--- config.mk ---
export PLATFORM = sky130hd
export DESIGN_NAME = wrOrderArb
export DESIGN_NICKNAME = d
export VERILOG_FILES = /design/src/rtl/wrarb_pkg.sv /design/src/rtl/wrarb_ctrl.sv /design/src/rtl/wrarb_path.sv /design/src/rtl/wrOrderArb.sv
export SDC_FILE = /design/constraint.sdc
export NUM_CORES = 1
export LEC_CHECK = 0
export ABC_AREA = 1
export CAP_MARGIN = 15
export CORE_AREA = 2 2 136 138
export CTS_BUF_LIST = sky130_fd_sc_hd__clkbuf_8
export DETAILED_ROUTE_END_ITERATION = 16
export DIE_AREA = 0 0 138 140
export DONT_BUFFER_PORTS = 1
export PLACE_DENSITY = 0.45
export REMOVE_ABC_BUFFERS = 1
export SYNTH_ARGS = -nofsm -noshare
export SYNTH_HDL_FRONTEND = slang
export SYNTH_SLANG_ARGS = --single-unit
--- constraint.sdc ---
create_clock -name clk -period 4 [get_ports clk]
set_input_delay 0.8 -clock clk [delete_from_list [all_inputs] [get_ports clk]]
set_output_delay 0.8 -clock clk [all_outputs]
set_load 0.01 [all_outputs]
--- src/rtl/wrarb_pkg.sv ---
package wrarb_pkg;
  // Strobes passed from control to datapath each cycle
  typedef struct packed {
    logic push;   // address handshake: append granted index
    logic pop;    // last data beat accepted: drop front entry
  } arbStrobe_t;
endpackage

--- src/rtl/wrarb_ctrl.sv ---
module wrarb_ctrl
  import wrarb_pkg::*;
#(
  parameter int NUM_SRC = 4,
  parameter int IDX_W   = $clog2(NUM_SRC)
) (
  input  logic               clk,
  input  logic               rstN,
  input  logic [NUM_SRC-1:0] awReqVec,
  input  logic               dstAwReady,
  input  logic               fifoFull,
  input  logic               fifoEmpty,
  input  logic [IDX_W-1:0]   headIdx,
  input  logic [NUM_SRC-1:0] wValidVec,
  input  logic [NUM_SRC-1:0] wLastVec,
  input  logic               dstWReady,
  output arbStrobe_t         strobe,
  output logic [IDX_W-1:0]   grantIdx,
  output logic               dstAwValid,
  output logic [NUM_SRC-1:0] srcAwReady,
  output logic               dstWValid,
  output logic [NUM_SRC-1:0] srcWReady
);
  localparam logic [IDX_W:0] LAST_IDX = (IDX_W+1)'(NUM_SRC - 1);

  logic [IDX_W-1:0] rrPtr;
  logic             anyReq;

  // Rotating search starting at rrPtr
  always_comb begin
    logic [IDX_W:0] cand;
    logic           found;
    found    = 1'b0;
    grantIdx = '0;
    for (int k = 0; k < NUM_SRC; k++) begin
      cand = {1'b0, rrPtr} + (IDX_W+1)'(k);
      if (cand > LAST_IDX) cand = cand - (IDX_W+1)'(NUM_SRC);
      if (!found && awReqVec[cand[IDX_W-1:0]]) begin
        found    = 1'b1;
        grantIdx = cand[IDX_W-1:0];
      end
    end
    anyReq = found;
  end

  assign dstAwValid = anyReq && !fifoFull;

  always_comb begin
    srcAwReady = '0;
    srcAwReady[grantIdx] = dstAwValid && dstAwReady;
  end

  assign dstWValid = !fifoEmpty && wValidVec[headIdx];

  always_comb begin
    srcWReady = '0;
    srcWReady[headIdx] = !fifoEmpty && dstWReady;
  end

  assign strobe.push = dstAwValid && dstAwReady;
  assign strobe.pop  = dstWValid && dstWReady && wLastVec[headIdx];

  always_ff @(posedge clk) begin
    if (!rstN) rrPtr <= '0;
    else if (strobe.push)
      rrPtr <= ({1'b0, grantIdx} == LAST_IDX) ? '0 : grantIdx + 1'b1;
  end

  a_r3_one_aw_ready: assert property (@(posedge clk) disable iff (!rstN)
    $onehot0(srcAwReady));
  a_r4_one_w_ready: assert property (@(posedge clk) disable iff (!rstN)
    $onehot0(srcWReady));
  a_r6_full_stall: assert property (@(posedge clk) disable iff (!rstN)
    fifoFull |-> (!dstAwValid && srcAwReady == '0));
  // with an unchanged set of several requesters, the winner changes
  a_r2_rotates: assert property (@(posedge clk) disable iff (!rstN)
    (strobe.push && $countones(awReqVec) > 1) ##1
    (dstAwValid && awReqVec == $past(awReqVec)) |-> grantIdx != $past(grantIdx));
  a_r9_no_early_data: assert property (@(posedge clk) disable iff (!rstN)
    fifoEmpty |-> (!dstWValid && srcWReady == '0));
endmodule

--- src/rtl/wrarb_path.sv ---
module wrarb_path
  import wrarb_pkg::*;
#(
  parameter int NUM_SRC    = 4,
  parameter int FIFO_DEPTH = 4,
  parameter int ADDR_W     = 32,
  parameter int DATA_W     = 32,
  parameter int IDX_W      = $clog2(NUM_SRC)
) (
  input  logic                      clk,
  input  logic                      rstN,
  input  arbStrobe_t                strobe,
  input  logic [IDX_W-1:0]          grantIdx,
  input  logic [NUM_SRC*ADDR_W-1:0] srcAwAddr,
  input  logic [NUM_SRC*DATA_W-1:0] srcWData,
  input  logic [NUM_SRC-1:0]        srcWLast,
  output logic                      fifoFull,
  output logic                      fifoEmpty,
  output logic [IDX_W-1:0]          headIdx,
  output logic [ADDR_W-1:0]         dstAwAddr,
  output logic [DATA_W-1:0]         dstWData,
  output logic                      dstWLast
);
  localparam int PTR_W = (FIFO_DEPTH > 1) ? $clog2(FIFO_DEPTH) : 1;
  localparam logic [PTR_W-1:0] PTR_LAST = PTR_W'(FIFO_DEPTH - 1);
  localparam logic [PTR_W:0]   CNT_FULL = (PTR_W+1)'(FIFO_DEPTH);

  logic [IDX_W-1:0] slots [FIFO_DEPTH];
  logic [PTR_W-1:0] wrPtr, rdPtr;
  logic [PTR_W:0]   count;

  assign fifoFull  = (count == CNT_FULL);
  assign fifoEmpty = (count == '0);
  assign headIdx   = slots[rdPtr];

  always_ff @(posedge clk) begin
    if (!rstN) begin
      wrPtr <= '0;
      rdPtr <= '0;
      count <= '0;
    end else begin
      if (strobe.push) begin
        slots[wrPtr] <= grantIdx;
        wrPtr <= (wrPtr == PTR_LAST) ? '0 : wrPtr + 1'b1;
      end
      if (strobe.pop)
        rdPtr <= (rdPtr == PTR_LAST) ? '0 : rdPtr + 1'b1;
      case ({strobe.push, strobe.pop})
        2'b10:   count <= count + 1'b1;
        2'b01:   count <= count - 1'b1;
        default: count <= count;
      endcase
    end
  end

  assign dstAwAddr = srcAwAddr[grantIdx*ADDR_W +: ADDR_W];
  assign dstWData  = srcWData[headIdx*DATA_W +: DATA_W];
  assign dstWLast  = srcWLast[headIdx];

  a_r5_no_pop_empty: assert property (@(posedge clk) disable iff (!rstN)
    strobe.pop |-> !fifoEmpty);
  a_r6_no_push_full: assert property (@(posedge clk) disable iff (!rstN)
    strobe.push |-> !fifoFull);
  a_r5_count_track: assert property (@(posedge clk) disable iff (!rstN)
    (strobe.push && !strobe.pop) |=> count == $past(count) + 1'b1);
endmodule

--- src/rtl/wrOrderArb.sv ---
module wrOrderArb
  import wrarb_pkg::*;
#(
  parameter int NUM_SRC    = 4,
  parameter int FIFO_DEPTH = 4,
  parameter int ADDR_W     = 32,
  parameter int DATA_W     = 32,
  parameter int IDX_W      = $clog2(NUM_SRC)
) (
  input  logic                      clk,
  input  logic                      rstN,
  input  logic [NUM_SRC-1:0]        srcAwValid,
  input  logic [NUM_SRC*ADDR_W-1:0] srcAwAddr,
  output logic [NUM_SRC-1:0]        srcAwReady,
  output logic                      dstAwValid,
  output logic [ADDR_W-1:0]         dstAwAddr,
  output logic [IDX_W-1:0]          dstAwSrc,
  input  logic                      dstAwReady,
  input  logic [NUM_SRC-1:0]        srcWValid,
  input  logic [NUM_SRC*DATA_W-1:0] srcWData,
  input  logic [NUM_SRC-1:0]        srcWLast,
  output logic [NUM_SRC-1:0]        srcWReady,
  output logic                      dstWValid,
  output logic [DATA_W-1:0]         dstWData,
  output logic                      dstWLast,
  input  logic                      dstWReady
);
  arbStrobe_t       strobe;
  logic [IDX_W-1:0] grantIdx, headIdx;
  logic             fifoFull, fifoEmpty;

  wrarb_ctrl #(.NUM_SRC(NUM_SRC), .IDX_W(IDX_W)) u_ctrl (
    .clk(clk), .rstN(rstN), .awReqVec(srcAwValid), .dstAwReady(dstAwReady),
    .fifoFull(fifoFull), .fifoEmpty(fifoEmpty), .headIdx(headIdx),
    .wValidVec(srcWValid), .wLastVec(srcWLast), .dstWReady(dstWReady),
    .strobe(strobe), .grantIdx(grantIdx), .dstAwValid(dstAwValid),
    .srcAwReady(srcAwReady), .dstWValid(dstWValid), .srcWReady(srcWReady)
  );

  wrarb_path #(.NUM_SRC(NUM_SRC), .FIFO_DEPTH(FIFO_DEPTH), .ADDR_W(ADDR_W),
               .DATA_W(DATA_W), .IDX_W(IDX_W)) u_path (
    .clk(clk), .rstN(rstN), .strobe(strobe), .grantIdx(grantIdx),
    .srcAwAddr(srcAwAddr), .srcWData(srcWData), .srcWLast(srcWLast),
    .fifoFull(fifoFull), .fifoEmpty(fifoEmpty), .headIdx(headIdx),
    .dstAwAddr(dstAwAddr), .dstWData(dstWData), .dstWLast(dstWLast)
  );

  assign dstAwSrc = grantIdx;
endmodule

==> results of run 1 <==
-- area by class of cell --
| cell class | count | area share [%] |
|---|---|---|
| tap | 229 | 7.26 |
| sequential | 19 | 11.7 |
| clock inverter | 1 | 0.0951 |
| antenna | 1 | 0.0634 |
| clock buffer | 3 | 1.05 |
| inverter | 107 | 10.2 |
| multi-input combinational | 541 | 66.2 |
| timing repair buffer | 15 | 3.49 |
-- tightest hold or removal path, cell delays in order, from the launching register on --
cell     delay [ps]
dfxtp_1         310
inv_1            70
a21oi_1          60
-- metrics by stage --
| stage | TNS [ps] | utilization, % |
|---|---|---|
| after floorplan | -3470 | - |
| after global placement | 0 | 21.9 |
| after detailed placement | 0 | 21.9 |
| after CTS | 0 | 22.2 |
| after global routing | 0 | 22.2 |
| final | 0 | 22.2 |
-- synth_stat cells (all sizes together) --
library cell  instances
o21ai                 8
buf                  38
nand2               239
edfxtp                8
ha                   10
a22oi                32
nand3b                3
a21oi                 8
nand3               214
inv                 107
dfxtp                11
fa                    1
nor3                  3
nand4                 1
nor2                 22
clkbuf                9
-- logic make-up after synthesis --
group                      Yosys count  synth area share (%)
AOI/OAI and AO/OA                   48                  8.71
buffers and inverters              154                  17.5
DFF                                 19                  12.4
adders and majority gates           11                  3.90
and+or+nand+nor                    482                  57.5
-- path summary, 6_finish.rpt --
kind                         from               to  slack, ps
hold / removal    u_path.count[2]  u_path.count[2]        490
hold reg to reg   u_path.count[2]  u_path.count[2]        490
setup / recovery  u_ctrl.rrPtr[0]    dstAwAddr[29]        400
setup reg to reg  u_ctrl.rrPtr[0]  u_path.count[2]        930
-- power by group --
part / switching (uW) / internal (uW) / total, uW
Combinational: 2670 / 1020 / 3690
Sequential: 44.8 / 273 / 317
Clock: 63.8 / 68.3 / 132
-- layer usage --
metal | track usage (%) | vias up
li1 | - | 2258
met1 | 14.8 | 1964
met2 | 26.7 | 288
met3 | 2.80 | 49
met4 | 8.75 | 0
met5 | 0 | -
==> results by group, run 1 <==
Final layout
  • Final non-filler cell total: 916
  • Register area: 460 um2
  • Area of the multi-input gates: 2610 um2
  • Layout Nets: 970
  • Final instance area: 3950 um2
  • Ratio of cells with drive above 1 in the final layout: 5.83%
  • Synthesis-to-finish area growth: 6.16%
  • Fill cells: 2098
  • Most common cell after layout, fill and taps aside: nand2_1
  • Commonest non-fill, non-tap cells in the layout: 232 x nand2_1, 210 x nand3_1, 101 x inv_1, 32 x a22oi_1, 19 x nor2_1

Clock network
  • Root Buffer: clkbuf_8
  • Worst skew pair latency: 260 ps
  • Hold-fix buffers, CTS: 0
  • Clock tree buffer depth: 2
  • CTS tree: done
  • Post-CTS Repair Setup Buffers: 0
  • CTS Sinks: 19
  • H-tree Lvls: 1
  • Post-cts resize count: 0
  • Clock transition at path regs: 70 ps
  • CTS Buf Count: 3

Placed design
  • Area after DPL: 3900 um2
  • Post-placement cell count: 911
  • I/O Buffers: 0
  • Post-DP HPWL: 12600 um
  • Setup WS pre-CTS: 669 ps
  • Routability cong.: 0.873

Floorplan
  • Core Area: 17800 um2
  • Initial Util: 20.9%
  • Die Ht: 140 um
  • I/O pin count: 349
  • Die area: 19300 um2
  • Row count: 49
  • Chip width: 138 um

Setup path
  • CP arrival: 2800 ps
  • CP Max Fanout: 39
  • CP max-delay cell: dfxtp_1
  • Crit-path cells: inv_2 > nand2_1 > nand2_1 > o21ai_2 > inv_2 > nand3_2 > buf_4 > buf_4 > nand3_1 > nand3_1 > nand2_1
  • CP Depth: 11
  • CP dominant cell by count: nand2_1
  • Crit-path max cell delay: 620 ps
  • Worst Path Class, Setup: reg2out
  • Buf/Inv on CP: 4
  • R2R depth: 16
  • CP Data Required Time: 3200 ps
  • Worst Setup End Kind: primary output
  • CP Launch Type: flop
  • Delay-heaviest family, CP: buffers and inverters

Timing
  • Final hold slack: 489 ps
  • Worst Skew: 8.18 ps
  • Fin. Hold Viols: 0
  • Worst-Margin Slew: 529 ps
  • Pins Over Slew Limit: 0
  • Max Fclk: 278 MHz
  • Period utilization: 89.9%
  • Max_slew headroom: 64.7%
  • RSZ-0062 raised after global routing: no
  • Fin crit period: 3600 ps
  • Fin worst setup slack: 403 ps
  • Final setup viols: 0

Worst hold path
  • Hold crit path type: reg2reg
  • Hold path depth: 2

Run
  • Maxcap violations: 0

Logic synthesis
  • Post-synth top area cell: nand3_1
  • Avg Inst Size Synth: 5.21 um2
  • Post-Synthesis Cells: 714
  • Top post-synthesis cells by area: nand3_1 28%, nand2_1 24%, inv_1 10%, a22oi_1 6.5%, edfxtp_1 6.5%
  • Yosys warns: 0
  • Mapped cell area: 3720 um2
  • Share of the yosys chip area belonging to registers: 12.4%
  • Post-synth cell types: 25
  • Post-synth top area share: 28.3%
  • Yosys reg bits: 19

Route
  • Vias per Instance: 4.98
  • Wirelength per Cell: 16.5 um
  • Met2 wire length: 7540 um
  • DRT Wirelength: 15100 um
  • Met1 wire length: 5360 um
  • Met3 WL post-DR: 1210 um
  • DR top layer: met4
  • Initial DRC count: 179
  • Antenna-violating nets left: 0
  • Vias: 4559
  • Drt first pass iters: 5
  • Residual DRC count: 0

Pwr
  • Pwr dens: 1050 nW/um2
  • Peak VDD IR: 0.470 mV
  • Total power: 4140 uW
  • LEAKAGE: 0.00213 uW

Global routing
  • Largest net degree at the start of global routing: 67
  • Global-route wire length before repair: 22700 um
  • Initial antenna violation count: 1
  • Vias in the first global route: 4304
  • Gr usage total: 14.3%
  • GR Overflow Total: 0

Outcome
  • Run status: complete, no violations
Note: power is estimated with default switching activity, not from simulation.
==> run 2, diff against run 1 <==
--- a/config.mk
+++ b/config.mk
@@ -5,14 +5,14 @@
 export SDC_FILE = /design/constraint.sdc
 export NUM_CORES = 1
 export LEC_CHECK = 0
-export ABC_AREA = 1
 export CAP_MARGIN = 15
-export CORE_AREA = 2 2 136 138
+export CORE_AREA = 2 2 137 139
 export CTS_BUF_LIST = sky130_fd_sc_hd__clkbuf_8
+export CTS_CLUSTER_DIAMETER = 50
 export DETAILED_ROUTE_END_ITERATION = 16
-export DIE_AREA = 0 0 138 140
+export DIE_AREA = 0 0 139 141
 export DONT_BUFFER_PORTS = 1
-export PLACE_DENSITY = 0.45
+export PLACE_DENSITY = 0.4
 export REMOVE_ABC_BUFFERS = 1
 export SYNTH_ARGS = -nofsm -noshare
 export SYNTH_HDL_FRONTEND = slang
==> results by group, run 2 <==
Outcome
  • Run status: complete, no violations

Global routing
  • Vias in the first global route: 2422
  • Global-route wire length before repair: 17500 um
  • Largest net degree at the start of global routing: 52
  • Gr usage total: 12.6%
  • Initial antenna violation count: 9
  • GR Overflow Total: 0

Floorplan
  • Die Ht: 141 um
  • Die area: 19600 um2
  • I/O pin count: 349
  • Row count: 50
  • Initial Util: 16.1%
  • Chip width: 139 um
  • Core Area: 18300 um2

Logic synthesis
  • Top post-synthesis cells by area: mux2i_1 37%, mux4_2 25%, edfxtp_1 8.2%, dfxtp_1 7.5%, ha_1 4.3%
  • Mux contribution to synthesized area: 63.8%
  • Post-synth cell types: 35
  • Post-Synthesis Cells: 258
  • Avg Inst Size Synth: 11.4 um2
  • Synth top cells by count: 108 x mux2i_1, 33 x mux4_2, 11 x dfxtp_1
  • Adder-Cell Fraction of Synth Area: 4.93%
  • Most frequent cell after synthesis: mux2i_1
  • Post-Synth XOR/XNOR Area: 0.595%
  • Number of synthesized flops with an enable pin: 8
  • Area share of and/or/nand/nor cells after synthesis: 7.61%
  • Mapped cell area: 2940 um2
  • Post-synth top area cell: mux2i_1
  • Ys async rst share: 0%
  • Post-synth top area share: 36.7%
  • Share of the yosys chip area belonging to registers: 15.6%
  • Synth Flop Type: dfxtp_1
  • Yosys warns: 0
  • Yosys reg bits: 19
  • Largest family of logic cells by synthesized area: multiplexers
  • Synth Area in Compound Gates: 2.30%

Placed design
  • I/O Buffers: 0
  • Routability cong.: 0.947
  • Area after DPL: 3230 um2
  • Post-DP HPWL: 12200 um

Clock network
  • CTS tree: done
  • Post-cts resize count: 0
  • Root Buffer: clkbuf_8
  • Clock tree buffer depth: 2
  • Hold-fix buffers, CTS: 0
  • Post-CTS Repair Setup Buffers: 0
  • CTS Buf Count: 3
  • Worst skew pair latency: 250 ps
  • H-tree Lvls: 1
  • CTS Sinks: 19
  • Clock transition at path regs: 70 ps

Setup path
  • CP dominant cell by count: mux2i_1
  • Worst Path Class, Setup: in2out
  • CP Max Fanout: 51
  • CP max-delay cell: o22ai_4
  • Crit-path cells: a21oi_1 > o21a_1 > o22ai_4 > buf_12 > mux2i_1 > mux2i_1
  • Crit-path max cell delay: 410 ps
  • CP Data Required Time: 3200 ps
  • CP arrival: 2450 ps
  • Worst Setup End Kind: primary output
  • CP Launch Type: primary input

Pwr
  • Flop pwr share: 24.3%
  • Int Pwr: 554 uW
  • Power share of the clock group: 13.6%
  • Total power: 959 uW
  • Net Switching: 405 uW
  • Comb power frac: 62.2%
  • LEAKAGE: 0.00143 uW
  • Peak VDD IR: 0.101 mV
  • Sw Share: 42.2%
  • Pwr dens: 291 nW/um2

Route
  • Vias per Instance: 4.77
  • Antenna-violating nets left: 0
  • Drt first pass iters: 6
  • Residual DRC count: 0
  • Wirelength per Cell: 27.4 um
  • DRT Wirelength: 13500 um
  • Initial DRC count: 61
  • Vias: 2348

Timing
  • Worst Skew: 1.20 ps
  • Fin. Hold Viols: 0
  • Period utilization: 81.3%
  • Pins Over Slew Limit: 0
  • Final setup viols: 0
  • Worst-Margin Slew: 549 ps
  • RSZ-0062 raised after global routing: no
  • Max Fclk: 307 MHz
  • Fin crit period: 3250 ps
  • Max_slew headroom: 63.2%

Final layout
  • Most common cell after layout, fill and taps aside: mux2i_1
  • Ratio of cells with drive above 1 in the final layout: 20.5%
  • Final instance area: 3300 um2
  • Fill cells: 2001
  • Commonest non-fill, non-tap cells in the layout: 108 x mux2i_1, 33 x mux4_2, 11 x dfxtp_1, 10 x ha_1, 9 x inv_1
  • Synthesis-to-finish area growth: 12.1%
  • Layout Nets: 533

Worst hold path
  • Hold crit path type: reg2reg

Run
  • Maxcap violations: 0
run 2: critical path, delay by kind of cell:
kind | cells | cell delay, ps
AO/OA/AOI/OAI | 3 | 660
multiplexers | 2 | 580
buffers and inverters | 1 | 370
run 2: metal layers:
layer  track usage (%)  vias up  wire length, um
met2              26.5      247             8030
met3              3.06       22             1180
li1                  -      997                -
met4              8.51        0              608
met5                 0        -                0
met1              10.0     1082             3660
run 2: final cells by class:
class                           count  area [um2]  area share, %
Timing Repair Buffer                9        92.6           2.81
Clock buffer                        3        41.3           1.25
Antenna cell                        9        22.5          0.683
Multi-Input combinational cell    208        2350           71.3
Sequential cell                    19         460           14.0
Clock inverter                      1        5.00          0.152
Inverter                            9        33.8           1.02
Tap cell                          234         293           8.87
run 2: power groups by stage:
stage / sequential [uW] / clock, uW / combinational (uW)
6_report: 233 / 130 / 596
2_1_floorplan: 234 / 0 / 552
3_5_place_dp: 237 / 0 / 604
5_1_grt: 235 / 145 / 645
3_3_place_gp: 237 / 0 / 600
4_1_cts: 233 / 136 / 605
run 2: stage by stage:
stage	utilization, %	setup TNS (ps)	std cells	hold WS [ps]	setup WS (ps)
floorplan	-	-166180	236	454	-3940
global placement	17.7	0	479	498	697
detailed placement	17.7	0	479	491	627
CTS	17.9	0	483	506	634
global route	18.1	0	492	551	545
finish	18.1	0	492	508	747
run 2: logic make-up after synthesis:
kind of cell             Yosys count
flip-flops                        19
AO/OA/AOI/OAI                     11
multiplexers                     144
buffers and inverters             31
AND/OR/NAND/NOR                   40
XOR/XNOR                           2
adder cells (fa/ha/maj)           11
run 2: worst paths after layout:
check	startpoint	end	slack, ps	depth (start not counted)
max	srcAwValid[0]	dstAwAddr[9]	750	6
min	u_path.rdPtr[1]	u_path.rdPtr[1]	510	2
max reg2reg	flop	u_path.count[2]	820	10
min reg2reg	u_path.rdPtr[1]	u_path.rdPtr[1]	510	2
==> run 3, diff against run 2 <==
--- a/config.mk
+++ b/config.mk
@@ -12,7 +12,7 @@
 export DETAILED_ROUTE_END_ITERATION = 16
 export DIE_AREA = 0 0 139 141
 export DONT_BUFFER_PORTS = 1
-export PLACE_DENSITY = 0.4
+export PLACE_DENSITY = 0.41
 export REMOVE_ABC_BUFFERS = 1
 export SYNTH_ARGS = -nofsm -noshare
 export SYNTH_HDL_FRONTEND = slang
==> constraint.sdc (replaced) <==
create_clock -name clk -period 2.9 [get_ports clk]
set_input_delay 0.58 -clock clk [delete_from_list [all_inputs] [get_ports clk]]
set_output_delay 0.58 -clock clk [all_outputs]
set_load 0.01 [all_outputs]
==> results by group, run 3 (synthesis gave the netlist of run 2 again) <==
Clock network
  • CTS tree: done
  • H-tree Lvls: 1
  • Clock tree buffer depth: 2
  • Root Buffer: clkbuf_8
  • CTS Buf Count: 3
  • CTS Sinks: 19
  • Clock transition at path regs: 70 ps
  • Worst skew pair latency: 260 ps

Placed design
  • I/O Buffers: 0
  • Post-DP HPWL: 12000 um
  • Area after DPL: 3380 um2
  • Setup WS pre-CTS: -90.4 ps
  • Routability cong.: 0.940
  • Post-placement cell count: 500

Setup path
  • CP arrival: 3080 ps
  • Worst Path Class, Setup: reg2reg
  • Worst Setup End Kind: flop
  • CP Max Fanout: 6
  • CP Launch Type: flop
  • CP Data Required Time: 3090 ps

Floorplan
  • Chip width: 139 um
  • Initial Util: 16.1%
  • Core Area: 18300 um2
  • Die area: 19600 um2
  • Die Ht: 141 um
  • Row count: 50
  • I/O pin count: 349

Route
  • Initial DRC count: 59
  • Wirelength per Cell: 25.4 um
  • Drt first pass iters: 4
  • Vias per Instance: 4.68
  • DRT Wirelength: 13100 um
  • Vias: 2416
  • Residual DRC count: 0
  • Antenna-violating nets left: 0

Timing
  • Worst-Margin Slew: 715 ps
  • Final hold slack: 441 ps
  • Pins Over Slew Limit: 0
  • Fin worst setup slack: 8.34 ps
  • Max_slew headroom: 51.9%
  • Worst Skew: 6.76 ps
  • Fin. Hold Viols: 0
  • RSZ-0062 raised after global routing: yes
  • Fin crit period: 2890 ps
  • Final setup viols: 0
  • Period utilization: 99.7%
  • Max Fclk: 346 MHz

Final layout
  • Final non-filler cell total: 516
  • Ratio of cells with drive above 1 in the final layout: 30.1%
  • Synthesis-to-finish area growth: 19.7%
  • Layout Nets: 563
  • Final instance area: 3520 um2
  • Fill cells: 1980
  • Most common cell after layout, fill and taps aside: mux2i_1
  • Commonest non-fill, non-tap cells in the layout: 108 x mux2i_1, 37 x buf_4, 33 x mux4_2, 10 x dfxtp_1

Global routing
  • Global-route wire length before repair: 17400 um
  • Largest net degree at the start of global routing: 36
  • GR Overflow Total: 0
  • Initial antenna violation count: 3
  • Vias in the first global route: 2604
  • Gr usage total: 12.4%

Run
  • Maxcap violations: 0

Worst hold path
  • Worst Min Path Start: rstN
  • Hold crit path type: in2reg

Pwr
  • Total power: 1410 uW
  • Pwr dens: 401 nW/um2
  • LEAKAGE: 0.00158 uW
  • Peak VDD IR: 0.139 mV

Outcome
  • Run status: complete, no violations
## run 3: path summary, 6_finish.rpt
path	depth (start not counted)	endpoint	slack (ps)
setup reg to reg	10	u_path.count[2]	8
hold reg to reg	2	flop	520
setup / recovery	10	u_path.count[2]	8
hold / removal	1	u_path.count[0]	440
## run 3: where the power goes
part	internal [uW]	leakage [uW]	switching (uW)	total, uW
clock network	94.1	0.0000269	84.4	179
registers	303	0.000164	18.4	321
logic	441	0.00139	473	914
## run 3: final cells by class
| type | instances | area [um2] | area share, % |
|---|---|---|---|
| inverter | 9 | 33.8 | 0.959 |
| sequential | 19 | 462 | 13.1 |
| multi-input combinational | 208 | 2360 | 67.1 |
| clock inverter | 1 | 3.75 | 0.107 |
| clock buffer | 3 | 41.3 | 1.17 |
| timing repair buffer | 39 | 318 | 9.02 |
| tap | 234 | 293 | 8.31 |
| antenna | 3 | 7.51 | 0.213 |
## run 3: stage by stage
stage | setup TNS [ps] | utilization (%)
after detailed placement | -90.4 | 18.5
after global placement | 0 | 18.5
final | 0 | 19.3
after CTS | -54.2 | 19.0
after global routing | -953 | 19.3
after floorplan | -200090 | -
## run 3: critical path, stage by stage, from the launching register on
cell and delay (ps):
dfxtp_2 360, mux4_2 610, mux2i_1 160, mux2_4 290
nor3b_4 220, ha_2 220, inv_2 40, fa_2 330
xor2_1 150, or3_1 310, a21boi_1 130
## run 3: routing by layer
metal / global-route usage, % / up-vias / part of all wire, %
li1: - / 1051 / -
met1: 9.82 / 1126 / 28
met2: 27.8 / 221 / 61
met3: 2.38 / 18 / 7.4
met4: 5.95 / 0 / 3.8
met5: 0 / - / 0
## run 3: what timing repair did
action / 4_1_cts / 5_1_grt
gates resized for setup: 4 / 2
setup endpoints to repair: 34 / 60
hold buffers: 0 / 0
setup buffers: 3 / 6
pin swaps: 1 / 4
